**src/rtl/icrb_pkg.sv**
```systemverilog
// Shared types for the interrupt controller register bank.
// Assumes: 32-bit data path; register offsets are 16-byte aligned.
package icrb_pkg;

    localparam int DATA_W = 32;

    // Register selected by an offset decode
    typedef enum logic [3:0] {
        SEL_NONE,
        SEL_IDENT,
        SEL_VERSION,
        SEL_TASKPRI,
        SEL_LDEST,
        SEL_DFMT,
        SEL_SPUR,
        SEL_ERR,
        SEL_LVT,
        SEL_DIV
    } reg_sel_e;

    // Read-only status bits inside a local vector entry
    localparam logic [DATA_W-1:0] LVT_RO_MASK = 32'h0000_5000;

endpackage

```
**src/rtl/ic_offset_decode.sv**
```systemverilog
// Offset decoder: maps a byte offset to a register select.
// Assumes: only offset bits above bit 3 take part; purely combinational.
module ic_offset_decode
    import icrb_pkg::*;
#(
    parameter int ADDR_W = 12,
    parameter int LVT_N  = 6
) (
    input  logic [ADDR_W-1:0]         addr,
    output reg_sel_e                  sel,
    output logic [$clog2(LVT_N)-1:0]  lvt_idx,
    output logic                      hit
);
    localparam int IDX_W   = ADDR_W - 4;
    localparam int LVT_IW  = $clog2(LVT_N);
    localparam int LVT_BASE = 'h32;

    logic [IDX_W-1:0] idx;
    logic [3:0]       unused_low_nibble;
    logic [8:0]       match;
    logic [IDX_W-1:0] lvt_off;

    assign idx               = addr[ADDR_W-1:4];
    assign unused_low_nibble = addr[3:0];
    assign lvt_off           = idx - IDX_W'(LVT_BASE);

    // Compare the slot index against every mapped register
    always_comb begin
        match[0] = (idx == IDX_W'('h02));
        match[1] = (idx == IDX_W'('h03));
        match[2] = (idx == IDX_W'('h08));
        match[3] = (idx == IDX_W'('h0D));
        match[4] = (idx == IDX_W'('h0E));
        match[5] = (idx == IDX_W'('h0F));
        match[6] = (idx == IDX_W'('h28));
        match[7] = (idx >= IDX_W'(LVT_BASE)) && (idx < IDX_W'(LVT_BASE + LVT_N));
        match[8] = (idx == IDX_W'('h3E));
    end

    // Turn the match vector into a register select
    always_comb begin
        sel = SEL_NONE;
        if (match[0]) sel = SEL_IDENT;
        if (match[1]) sel = SEL_VERSION;
        if (match[2]) sel = SEL_TASKPRI;
        if (match[3]) sel = SEL_LDEST;
        if (match[4]) sel = SEL_DFMT;
        if (match[5]) sel = SEL_SPUR;
        if (match[6]) sel = SEL_ERR;
        if (match[7]) sel = SEL_LVT;
        if (match[8]) sel = SEL_DIV;
    end

    assign hit     = |match;
    assign lvt_idx = lvt_off[LVT_IW-1:0];

    // At most one register claims an offset
    always_comb begin
        assert_decode_onehot_R2: assert ($onehot0(match));
    end

endmodule

```
**src/rtl/ic_err_status.sv**
```systemverilog
// Error status register with the write-twice clear handshake.
// Assumes: wr and rd are already qualified by the decode for this register.
module ic_err_status #(
    parameter int ERR_W = 8
) (
    input  logic             clk,
    input  logic             rst_n,
    input  logic             wr,
    input  logic             rd,
    input  logic [ERR_W-1:0] err_in,
    output logic [ERR_W-1:0] value
);
    logic armed;

    // Collect error events and run the arm/clear handshake
    always_ff @(posedge clk) begin
        if (!rst_n) begin
            value <= '0;
            armed <= 1'b0;
        end else if (wr) begin
            if (armed) begin
                value <= err_in;
                armed <= 1'b0;
            end else begin
                value <= value | err_in;
                armed <= 1'b1;
            end
        end else begin
            value <= value | err_in;
            if (rd) armed <= 1'b0;
        end
    end

    // A write while armed clears all but the new events
    assert_err_clear_R9: assert property (@(posedge clk) disable iff (!rst_n)
        (wr && armed) |=> (value == $past(err_in)));

    // A write while unarmed arms and keeps the value
    assert_err_arm_R9: assert property (@(posedge clk) disable iff (!rst_n)
        (wr && !armed) |=> (armed && value == ($past(value) | $past(err_in))));

    // A read alone disarms
    assert_err_read_disarm_R9: assert property (@(posedge clk) disable iff (!rst_n)
        (rd && !wr) |=> !armed);

endmodule

```
**src/rtl/ic_lvt_bank.sv**
```systemverilog
// Bank of local vector entries, each protecting two status bits from writes.
// Assumes: one access port; wr is qualified by the decode.
module ic_lvt_bank
    import icrb_pkg::*;
#(
    parameter int LVT_N = 6
) (
    input  logic                      clk,
    input  logic                      rst_n,
    input  logic                      wr,
    input  logic [$clog2(LVT_N)-1:0]  idx,
    input  logic [DATA_W-1:0]         wdata,
    output logic [DATA_W-1:0]         rd_val
);
    localparam int LVT_IW = $clog2(LVT_N);

    logic [DATA_W-1:0] entry [LVT_N];

    for (genvar g = 0; g < LVT_N; g++) begin : g_entry
        logic sel_here;
        assign sel_here = wr && (idx == LVT_IW'(g));

        // Store writable bits, keep the status bits
        always_ff @(posedge clk) begin
            if (!rst_n) entry[g] <= '0;
            else if (sel_here) entry[g] <= (wdata & ~LVT_RO_MASK) | (entry[g] & LVT_RO_MASK);
        end

        // Status bits survive writes
        assert_lvt_status_kept_R8: assert property (@(posedge clk) disable iff (!rst_n)
            sel_here |=> ((entry[g] & LVT_RO_MASK) == ($past(entry[g]) & LVT_RO_MASK)));
    end

    // Select the addressed entry for reading
    always_comb begin
        rd_val = '0;
        for (int i = 0; i < LVT_N; i++)
            if (idx == LVT_IW'(i)) rd_val = entry[i];
    end

endmodule

```
**src/rtl/ic_reg_bank.sv**
```systemverilog
// Register bank of a local interrupt controller.
// Decodes byte offsets, applies each register's write rule and returns read
// data one cycle after a read strobe. Assumes at most one offset per cycle.
module ic_reg_bank
    import icrb_pkg::*;
#(
    parameter int           ADDR_W  = 12,
    parameter int           LVT_N   = 6,
    parameter int           ERR_W   = 8,
    parameter logic [31:0]  VERSION = 32'h0005_0014
) (
    input  logic              clk,
    input  logic              rst_n,
    input  logic              wr_en,
    input  logic              rd_en,
    input  logic [ADDR_W-1:0] addr,
    input  logic [31:0]       wdata,
    input  logic [ERR_W-1:0]  err_in,
    output logic [31:0]       rdata,
    output logic              addr_err,
    output logic              sw_enable
);
    localparam int LVT_IW = $clog2(LVT_N);

    reg_sel_e            sel;
    logic [LVT_IW-1:0]   lvt_idx;
    logic                hit;
    logic [7:0]          ident_q, taskpri_q, ldest_q;
    logic [3:0]          dfmt_q;
    logic [DATA_W-1:0]   spur_q;
    logic [2:0]          div_q;
    logic [ERR_W-1:0]    err_val;
    logic [DATA_W-1:0]   lvt_val;
    logic [DATA_W-1:0]   rd_mux;
    logic                wr_lvt, wr_err, rd_err;

    ic_offset_decode #(.ADDR_W(ADDR_W), .LVT_N(LVT_N)) u_decode (
        .addr    (addr),
        .sel     (sel),
        .lvt_idx (lvt_idx),
        .hit     (hit)
    );

    assign wr_lvt = wr_en && (sel == SEL_LVT);
    assign wr_err = wr_en && (sel == SEL_ERR);
    assign rd_err = rd_en && (sel == SEL_ERR);

    ic_lvt_bank #(.LVT_N(LVT_N)) u_lvt (
        .clk    (clk),
        .rst_n  (rst_n),
        .wr     (wr_lvt),
        .idx    (lvt_idx),
        .wdata  (wdata),
        .rd_val (lvt_val)
    );

    ic_err_status #(.ERR_W(ERR_W)) u_err (
        .clk    (clk),
        .rst_n  (rst_n),
        .wr     (wr_err),
        .rd     (rd_err),
        .err_in (err_in),
        .value  (err_val)
    );

    // Plain registers with their write masks
    always_ff @(posedge clk) begin
        if (!rst_n) begin
            ident_q   <= '0;
            taskpri_q <= '0;
            ldest_q   <= '0;
            dfmt_q    <= '1;
            spur_q    <= '0;
            div_q     <= '0;
            sw_enable <= 1'b0;
        end else if (wr_en) begin
            case (sel)
                SEL_IDENT:   ident_q   <= wdata[7:0];
                SEL_TASKPRI: taskpri_q <= wdata[7:0];
                SEL_LDEST:   ldest_q   <= wdata[31:24];
                SEL_DFMT:    dfmt_q    <= wdata[31:28];
                SEL_SPUR: begin
                    spur_q    <= wdata;
                    sw_enable <= wdata[8];
                end
                SEL_DIV:     div_q     <= {wdata[3], wdata[1:0]};
                default: ;
            endcase
        end
    end

    // Assemble the read value of the selected register
    always_comb begin
        case (sel)
            SEL_IDENT:   rd_mux = {24'h0, ident_q};
            SEL_VERSION: rd_mux = VERSION;
            SEL_TASKPRI: rd_mux = {24'h0, taskpri_q};
            SEL_LDEST:   rd_mux = {ldest_q, 24'h0};
            SEL_DFMT:    rd_mux = {dfmt_q, 28'hFFF_FFFF};
            SEL_SPUR:    rd_mux = spur_q;
            SEL_ERR:     rd_mux = {{(DATA_W-ERR_W){1'b0}}, err_val};
            SEL_LVT:     rd_mux = lvt_val;
            SEL_DIV:     rd_mux = {28'h0, div_q[2], 1'b0, div_q[1:0]};
            default:     rd_mux = '0;
        endcase
    end

    // Register read data and the decode-error pulse
    always_ff @(posedge clk) begin
        if (!rst_n) begin
            rdata    <= '0;
            addr_err <= 1'b0;
        end else begin
            if (rd_en) rdata <= rd_mux;
            addr_err <= (wr_en || rd_en) && !hit;
        end
    end

    // Reserved access raises the error pulse
    assert_addr_err_pulse_R3: assert property (@(posedge clk) disable iff (!rst_n)
        ((wr_en || rd_en) && !hit) |=> addr_err);

    // Read data holds without a read strobe
    assert_rdata_hold_R12: assert property (@(posedge clk) disable iff (!rst_n)
        !rd_en |=> $stable(rdata));

    // Spurious vector bit 8 reaches the enable output
    assert_sw_enable_follow_R10: assert property (@(posedge clk) disable iff (!rst_n)
        (wr_en && sel == SEL_SPUR) |=> (sw_enable == $past(wdata[8])));

    // Identifier keeps the low byte of a write
    assert_ident_byte_R4: assert property (@(posedge clk) disable iff (!rst_n)
        (wr_en && sel == SEL_IDENT) |=> (ident_q == $past(wdata[7:0])));

    // Version reads back the fixed value
    assert_version_read_R5: assert property (@(posedge clk) disable iff (!rst_n)
        (rd_en && sel == SEL_VERSION) |=> (rdata == VERSION));

    // Destination format reads its low bits as ones
    assert_dfmt_ones_R7: assert property (@(posedge clk) disable iff (!rst_n)
        (rd_en && sel == SEL_DFMT) |=> (rdata[27:0] == 28'hFFF_FFFF));

endmodule

```
**config.mk**
```make
export PLATFORM = sky130hd
export DESIGN_NAME = ic_reg_bank
export DESIGN_NICKNAME = d
export VERILOG_FILES = /design/src/rtl/icrb_pkg.sv /design/src/rtl/ic_offset_decode.sv /design/src/rtl/ic_err_status.sv /design/src/rtl/ic_lvt_bank.sv /design/src/rtl/ic_reg_bank.sv
export SDC_FILE = /design/constraint.sdc
export NUM_CORES = 1
export LEC_CHECK = 0
export BUFFER_PORTS_ARGS = -buffer_cell sky130_fd_sc_hd__buf_2
export CAP_MARGIN = 40
export CORE_UTILIZATION = 55
export CTS_BUF_LIST = sky130_fd_sc_hd__clkbuf_4 sky130_fd_sc_hd__clkbuf_8
export CTS_CLUSTER_DIAMETER = 50
export DETAILED_ROUTE_END_ITERATION = 8
export HOLD_SLACK_MARGIN = 0.05
export PLACE_DENSITY = 0.74
export RECOVER_POWER = 50
export SYNTH_ARGS = -nofsm -noshare
export SYNTH_HDL_FRONTEND = slang
export SYNTH_SLANG_ARGS = --single-unit
```
**constraint.sdc**
```tcl
create_clock -name clk -period 6.8 [get_ports clk]
set_clock_uncertainty 0.1 [all_clocks]
set_input_delay 1.36 -clock clk [delete_from_list [all_inputs] [get_ports clk]]
set_output_delay 1.36 -clock clk [all_outputs]
set_load 0.02 [all_outputs]
```
==> results.md, run 1 <==
* Status: complete, no violations
* Std cell rows at 55
* Clock power frac at a little over two fifths
* Max Freq at around 190 MHz
* Die Width at 156 um
* Crit path launch: addr[5]
* Pint at 2.97 mW
* Maximum root-to-sink buffer count at 3
* Layout Area Growth over Synthesis at 12.7%
* Critical path type: in -> reg
* Sw Ratio at 22.2%
* Max_cap viols at 0
* Maximum VDD drop at 0.000140 V
* Total Wirelength at approximately 33000 um
* Max transition margin at 2.66%
* Core Area at 0.0229 mm^2
* Total gr overflow at 0
* Share of power burned in registers at 50.1%
* ANT nets after route at 0
* Antenna diode count at 0
* Register bit total from synthesis at 285
* RSZ-0062 raised after global routing: no
* Worst hold slack at 0.361 ns
* Reg2reg setup slack at 4.96 ns
* Yosys warnings at 0
* Nets at around 1200
* Worst reg2reg path startpoint: u_lvt.entry[0][5]
* Worst slack, placed at 2.09 ns
* Clk_lat worst skew at 0.56 ns
* Post-route insts no fill at between 1500 and 2000
* Post-synth ARST share at 0%
* GRT Total Usage at 27.7%
* CTS tree: yes
* Clock Tree Root: clkbuf_8
* Critical Path End: rdata[2]
* Most used flip-flop cell after synthesis: edfxtp_1
* Seq/Total Area, Yosys at between 50% and 60%
* Sink Count at 285
* Commonest non-fill, non-tap cell in the layout: edfxtp_1
* Inst Count DP at 1450
* Remaining DRCs at 0
* Post-synth EDFFs at 180
* RePlAce Congestion at 0.815
* First-pass GRT wire length at 51000 um
* Maximum fanout along the worst path at 37
* Io pins at 90
* Initial antenna violation count at 0
* Final critical-path setup slack at 1.41 ns
* Wirelength per Cell at 21.3 um
* Die ar. at 0.0243 mm^2
* H-tree level count at 2
* Clk slew on worst S/H paths at 0.06 ns
* Layout cells sized above 1 at around 18%
* Pin count of the biggest net entering global routing at 54
* Worst min-delay path class: reg -> reg
* Comb pwr share at 6.4%
* R2R depth at 5
* Input/output buffers at 85
* Routed vias at between 8000 and 9000
* Most frequent cells in the layout: edfxtp_1, and2_1, dfxtp_1, nand2_1, mux2i_1
* Mean post-synth cell area at 11.8 um^2
* Yosys top cell area share at 41.5%
* Vias in the first global route at 9065
* Post-CTS Hold Buffers at 0
* Power per cell area at 260 mW/mm^2
* Worst EP arrival at 5.72 ns
* Starting Density at 56.9%
* Synth area leader: edfxtp_1
* Final Max Slew Viols at 0
* Router iterations before antenna repair at 5
* CTS Buf Count at 47
* Total negative slack at 0 ns
* DRT iter0 DRCs at approximately 770
* Worst R2R End: rdata[5]
* DIE HEIGHT at about 160 um
* Hpwl dp at 19800 um
* Post-Synthesis Cell Area at approximately 0.013 mm^2
* Cells after Synth at 1106
* Distinct cell type count of the synthesized netlist at 60
* Final setup vio count at 0
* Tcrit/Tclk final at 79.3%
* Syn nets at 1163
* Slew @ Worst Pin at around 1.4 ns
* Worst Setup End Kind: register
* Hold Vio Cnt, Final at 0
* Number of vias per cell at 5.83
* Synth area leaders: edfxtp_1, dfxtp_1, and2_1
* Minimum clock period at 5.39 ns
* # Post-CTS Setup Buffers at 0
* Static Leak at 5.29 nW
* Crit path launch type: input port
* Required time of the critical path at 7.12 ns
* Net Switching at 0.846 mW
* Number of gates resized after cts at 0
* Tot Pwr at 3.82 mW
## synth_stat cells, types with 3 or more instances
| master | instances |
|---|---|
| o21a_1 | 3 |
| a211oi_1 | 7 |
| mux4_2 | 25 |
| a21oi_1 | 39 |
| dfxtp_1 | 105 |
| a31oi_1 | 4 |
| o211ai_1 | 3 |
| a21boi_0 | 10 |
| and2_1 | 181 |
| nand4_1 | 8 |
| nor2_1 | 54 |
| buf_2 | 13 |
| nand2b_1 | 4 |
| buf_6 | 6 |
| clkbuf_8 | 4 |
| o22ai_1 | 14 |
| o21ai_0 | 60 |
| nor2b_1 | 39 |
| edfxtp_1 | 180 |
| o2bb2ai_1 | 3 |
| nand2_1 | 83 |
| nor3_1 | 11 |
| buf_1 | 5 |
| and3_1 | 5 |
| clkbuf_1 | 54 |
| a22o_1 | 23 |
| mux2i_1 | 71 |
| a21boi_2 | 30 |
| inv_1 | 7 |
| nand3_1 | 17 |
## worst max-delay path, cell delays in order
cell	delay [ns]
buf_4	0.29
buf_4	0.39
o311ai_0	1.20
clkbuf_1	0.70
clkbuf_1	0.54
o21ai_0	0.27
o31ai_1	0.55
clkbuf_1	0.27
a211oi_1	0.09
## state kept, by name, indices dropped and copies added (netlist names)
signal,count
addr_err,1
dfmt_q,4
div_q,3
ident_q,8
ldest_q,8
rdata,32
spur_q,32
taskpri_q,8
u_err.armed,1
u_err.value,8
u_lvt.entry,180
## cell type report
| class | count | area [um^2] |
|---|---|---|
| clock buffer | 83 | 998 |
| clock inverter | 4 | 68.8 |
| fill | 1811 | 8220 |
| inverter | 8 | 30.0 |
| multi-input combinational | 729 | 5110 |
| sequential | 285 | 7510 |
| tap | 313 | 392 |
| timing repair buffer | 115 | 589 |
## metrics by stage
step	util (%)	instance area (um^2)
5_1_grt	64.1	14700
2_1_floorplan	-	13000
4_1_cts	64.8	14900
3_5_place_dp	60.2	13800
6_report	64.1	14700
3_3_place_gp	60.0	13700
## routing by layer
layer	global-route usage (%)	share of wire (%)	vias up
li1	-	-	4145
met1	35.6	42	4419
met2	47.2	49	332
met3	4.72	6.5	59
met4	10.3	2.3	0
met5	0	0	-
## power groups by stage
stage	Sequential (mW)	Combinational [mW]	Clock (mW)
after floorplan	1.95	0.153	0
after global placement	1.94	0.241	0
after detailed placement	1.95	0.247	0
after CTS	1.91	0.248	1.68
after global routing	1.92	0.263	1.76
final	1.91	0.246	1.66
## cells by family (layout without fill, tap and decap cells)
kind of cell    after synthesis  count (layout)  synth area share [%]
fa+ha+maj                     1               1                0.0959
compound gates              214             214                  11.5
simple gates                416             416                  17.4
buf+inv                      92             210                  3.46
mux                          98              98                  9.94
flops                       285             285                  57.6
## worst min path at each step
| stage | startpoint | to | slack (ns) | depth (start not counted) |
|---|---|---|---|---|
| 6_report | spur_q[15] | spur_q[15] | 0.36 | 2 |
| 5_1_grt | spur_q[19] | spur_q[19] | 0.37 | 2 |
| 4_1_cts | spur_q[12] | spur_q[12] | 0.37 | 2 |
| 3_5_place_dp | spur_q[12] | spur_q[12] | 0.36 | 2 |
| 3_3_place_gp | spur_q[13] | spur_q[13] | 0.35 | 2 |
| 2_1_floorplan | spur_q[0] | spur_q[0] | 0.34 | 2 |
Power figures use the tool's default switching activity.
==> run 2: changes to the inputs <==
==> constraint.sdc (replaced) <==
create_clock -name clk -period 5.3 [get_ports clk]
set_clock_uncertainty 0.1 [all_clocks]
set_input_delay 1.06 -clock clk [delete_from_list [all_inputs] [get_ports clk]]
set_output_delay 1.06 -clock clk [all_outputs]
set_load 0.02 [all_outputs]
==> run 2 against run 1 <==
Effect of this change: the run now ends with capacitance limit, slew limit left; register-to-register slack got worse by 1.5 ns; total power rose by 24%; via count rose by 2.0%; sequential power rose by 28%; combinational power rose by 28%; clock-buffer cell count fell by 8; clock power rose by 19%; sequential share of layout area rose by 0.43 points; hold slack improved by 0.00099 ns; largest power group unchanged.
==> results.md, run 2 (synthesis gave the netlist of run 1 again) <==
* Final Max Slew Viols at 43 (was 0)
* GRT Total Usage at 27.5% (was 27.7%)
* Clk slew on worst S/H paths at 0.06 ns (about the same)
* Layout Area Growth over Synthesis at 11.8% (was 12.7%)
* First-pass GRT wire length at 50500 um (was 51000 um)
* Die ar. at 0.0243 mm^2 (unchanged)
* Status: finished, violations left (was complete, no violations)
* Slew @ Worst Pin at 1.88 ns (was 1.44 ns)
* Layout cells sized above 1 at 16.5% (was 18.5%)
* Static Leak at 5.23 nW (was 5.29 nW)
* Number of vias per cell at 5.93 (was 5.83)
* H-tree level count at 2 (unchanged)
* Std cell rows at 55 (unchanged)
* Wirelength per Cell at 21.2 um (was 21.3 um)
* Post-CTS Hold Buffers at 0 (unchanged)
* Total negative slack at 0 ns (unchanged)
* Starting Density at 56.9% (unchanged)
* # Post-CTS Setup Buffers at 0 (unchanged)
* Hpwl dp at 19500 um (was 19800 um)
* Nets at 1244 (was 1243)
* Worst slack, placed at 1.12 ns (was 2.09 ns)
* Hold Path Cell Cnt at 2 (unchanged)
* Final Util at 63.6% (was 64.1%)
* Max_cap viols at 2 (was 0)
* Core Area at 0.0229 mm^2 (unchanged)
* CTS tree: yes (unchanged)
* Violated checks: capacitance limit, slew limit
* Number of flip-flops under the largest register name at 180 (unchanged)
* Routed vias at 9137 (was 8955)
* Worst Setup End Kind: register (unchanged)
* Final setup vio count at 0 (unchanged)
* DIE HEIGHT at 156 um (unchanged)
* Vias in the first global route at 9001 (was 9065)
* Worst reg2reg path startpoint: u_lvt.entry[3][5] (was u_lvt.entry[0][5])
* Maximum VDD drop at 0.000237 V (was 0.000140 V)
* Total Wirelength at 32600 um (was 32800 um)
* Reg2reg setup slack at 3.48 ns (was 4.96 ns)
* Worst EP arrival at 4.43 ns (was 5.72 ns)
* Minimum clock period at 4.35 ns
* Worst min-delay path class: reg -> reg (unchanged)
* Biggest regs: u_lvt.entry: 180 flops, rdata: 32 flops, spur_q: 32 flops (unchanged)
* Input/output buffers at 85 (unchanged)
* Final critical-path setup slack at 0.954 ns (was 1.41 ns)
* Clock Tree Root: clkbuf_8 (unchanged)
* Max Freq at 230 MHz
* Antenna diode count at 0 (unchanged)
* Number of gates resized after cts at 0 (unchanged)
* Clk_lat worst skew at 0.56 ns (about the same)
* Initial antenna violation count at 0 (unchanged)
* Sink Count at 285 (unchanged)
* Tcrit/Tclk final at between 80% and 90%
* RePlAce Congestion at 0.848 (was 0.815)
* Maximum root-to-sink buffer count at 3 (unchanged)
* Most frequent cells in the layout: edfxtp_1, and2_1, dfxtp_1, nand2_1, mux2i_1 (unchanged)
* Io pins at 90 (unchanged)
* RSZ-0062 raised after global routing: no (unchanged)
* DRT iter0 DRCs at 776 (was 766)
* CTS Buf Count at 48 (was 47)
* Fillcell total at 1881 (was 1811)
* Remaining DRCs at 0 (unchanged)
* Crit path launch type: input port (unchanged)
* Hold Vio Cnt, Final at 0 (unchanged)
* R2R depth at 5 (unchanged)
* Required time of the critical path at 5.39 ns (was 7.12 ns)
* Power per cell area at 325 mW/mm^2 (was 260 mW/mm^2)
* Maximum fanout along the worst path at 29 (was 37)
* Critical path type: in -> reg (unchanged)
* Die Width at 156 um (unchanged)
* ANT nets after route at 0 (unchanged)
* Worst R2R End: rdata[5] (unchanged)
* Max transition margin at -25.6% (was 2.66%)
* Commonest non-fill, non-tap cell in the layout: edfxtp_1 (unchanged)
* Register with the most flip-flops: u_lvt.entry (unchanged)
* Total gr overflow at 0 (unchanged)
* Pin count of the biggest net entering global routing at 59 (was 54)
* Hold_sp: spur_q[22] (was spur_q[15])
* Hold EP: spur_q[22] (was spur_q[15])
* Router iterations before antenna repair at 5 (unchanged)
[run 2: cell count changes in the layout (fill, tap and decap cells not counted), moves of 2 or more]
cell / previous run / this run
a21boi_0: 15 / 28
a21boi_2: 25 / 12
clkinv_1: 2 / 12
clkbuf_8: 60 / 53
buf_4: 23 / 19
buf_12: 0 / 3
and2_0: 20 / 18
and2_1: 161 / 163
clkbuf_1: 43 / 45
clkinvlp_4: 0 / 2
[run 2: stage by stage]
stage / total power [mW] / cell area [um^2] / instances / hold slack [ns]
6_report: 4.74 / 14600 / 1540 / 0.362
5_1_grt: 4.89 / 14600 / 1540 / 0.382
4_1_cts: 4.77 / 14800 / 1540 / 0.362
3_5_place_dp: 2.82 / 13800 / 1450 / 0.354
3_3_place_gp: 2.81 / 13800 / 1449 / 0.349
2_1_floorplan: 2.69 / 13000 / 1106 / 0.339
[run 2: how the worst max path moves through the flow]
stage,start,end,slack (ns),cells past startpoint
final,addr[9],u_lvt.entry[1][17],0.95,6
after floorplan,addr[6],u_lvt.entry[0][0],0.34,8
after global placement,addr[5],u_lvt.entry[5][19],1.20,8
after global routing,addr[9],u_lvt.entry[1][29],0.81,6
after CTS,addr[5],u_lvt.entry[5][30],1.70,8
after detailed placement,addr[5],u_lvt.entry[5][30],1.12,8
[run 2: report_power, final]
group	switching, mW	internal, mW	total, mW
combinational	0.203	0.111	0.314
clock	0.855	1.12	1.97
sequential	0.0215	2.43	2.45
total	1.08	3.66	4.74
[run 2: worst max-delay path, cell delays in order]
cell      delay, ns
clkbuf_1       0.75
and4bb_1       0.53
o311ai_4       0.16
buf_4          0.31
o21ai_0        1.05
buf_4          0.55
[run 2: layout make-up]
class | count | area (um^2) | area share (%)
flip-flops and latches | 285 | 7510 | 51.5
clock inverters | 15 | 91.3 | 0.627
multi-input cells | 729 | 5050 | 34.6
clock buffers | 75 | 895 | 6.14
repair buffers | 115 | 612 | 4.20
inverters | 8 | 30.0 | 0.206
well taps | 313 | 392 | 2.69
[run 2: layer usage]
| metal | global-route usage [%] | up-vias | share of wire [%] |
|---|---|---|---|
| met5 | 0 | - | 0 |
| met1 | 37.4 | 4530 | 42 |
| li1 | - | 4142 | - |
| met4 | 8.82 | 0 | 2.3 |
| met3 | 3.75 | 63 | 7.7 |
| met2 | 45.8 | 402 | 48 |
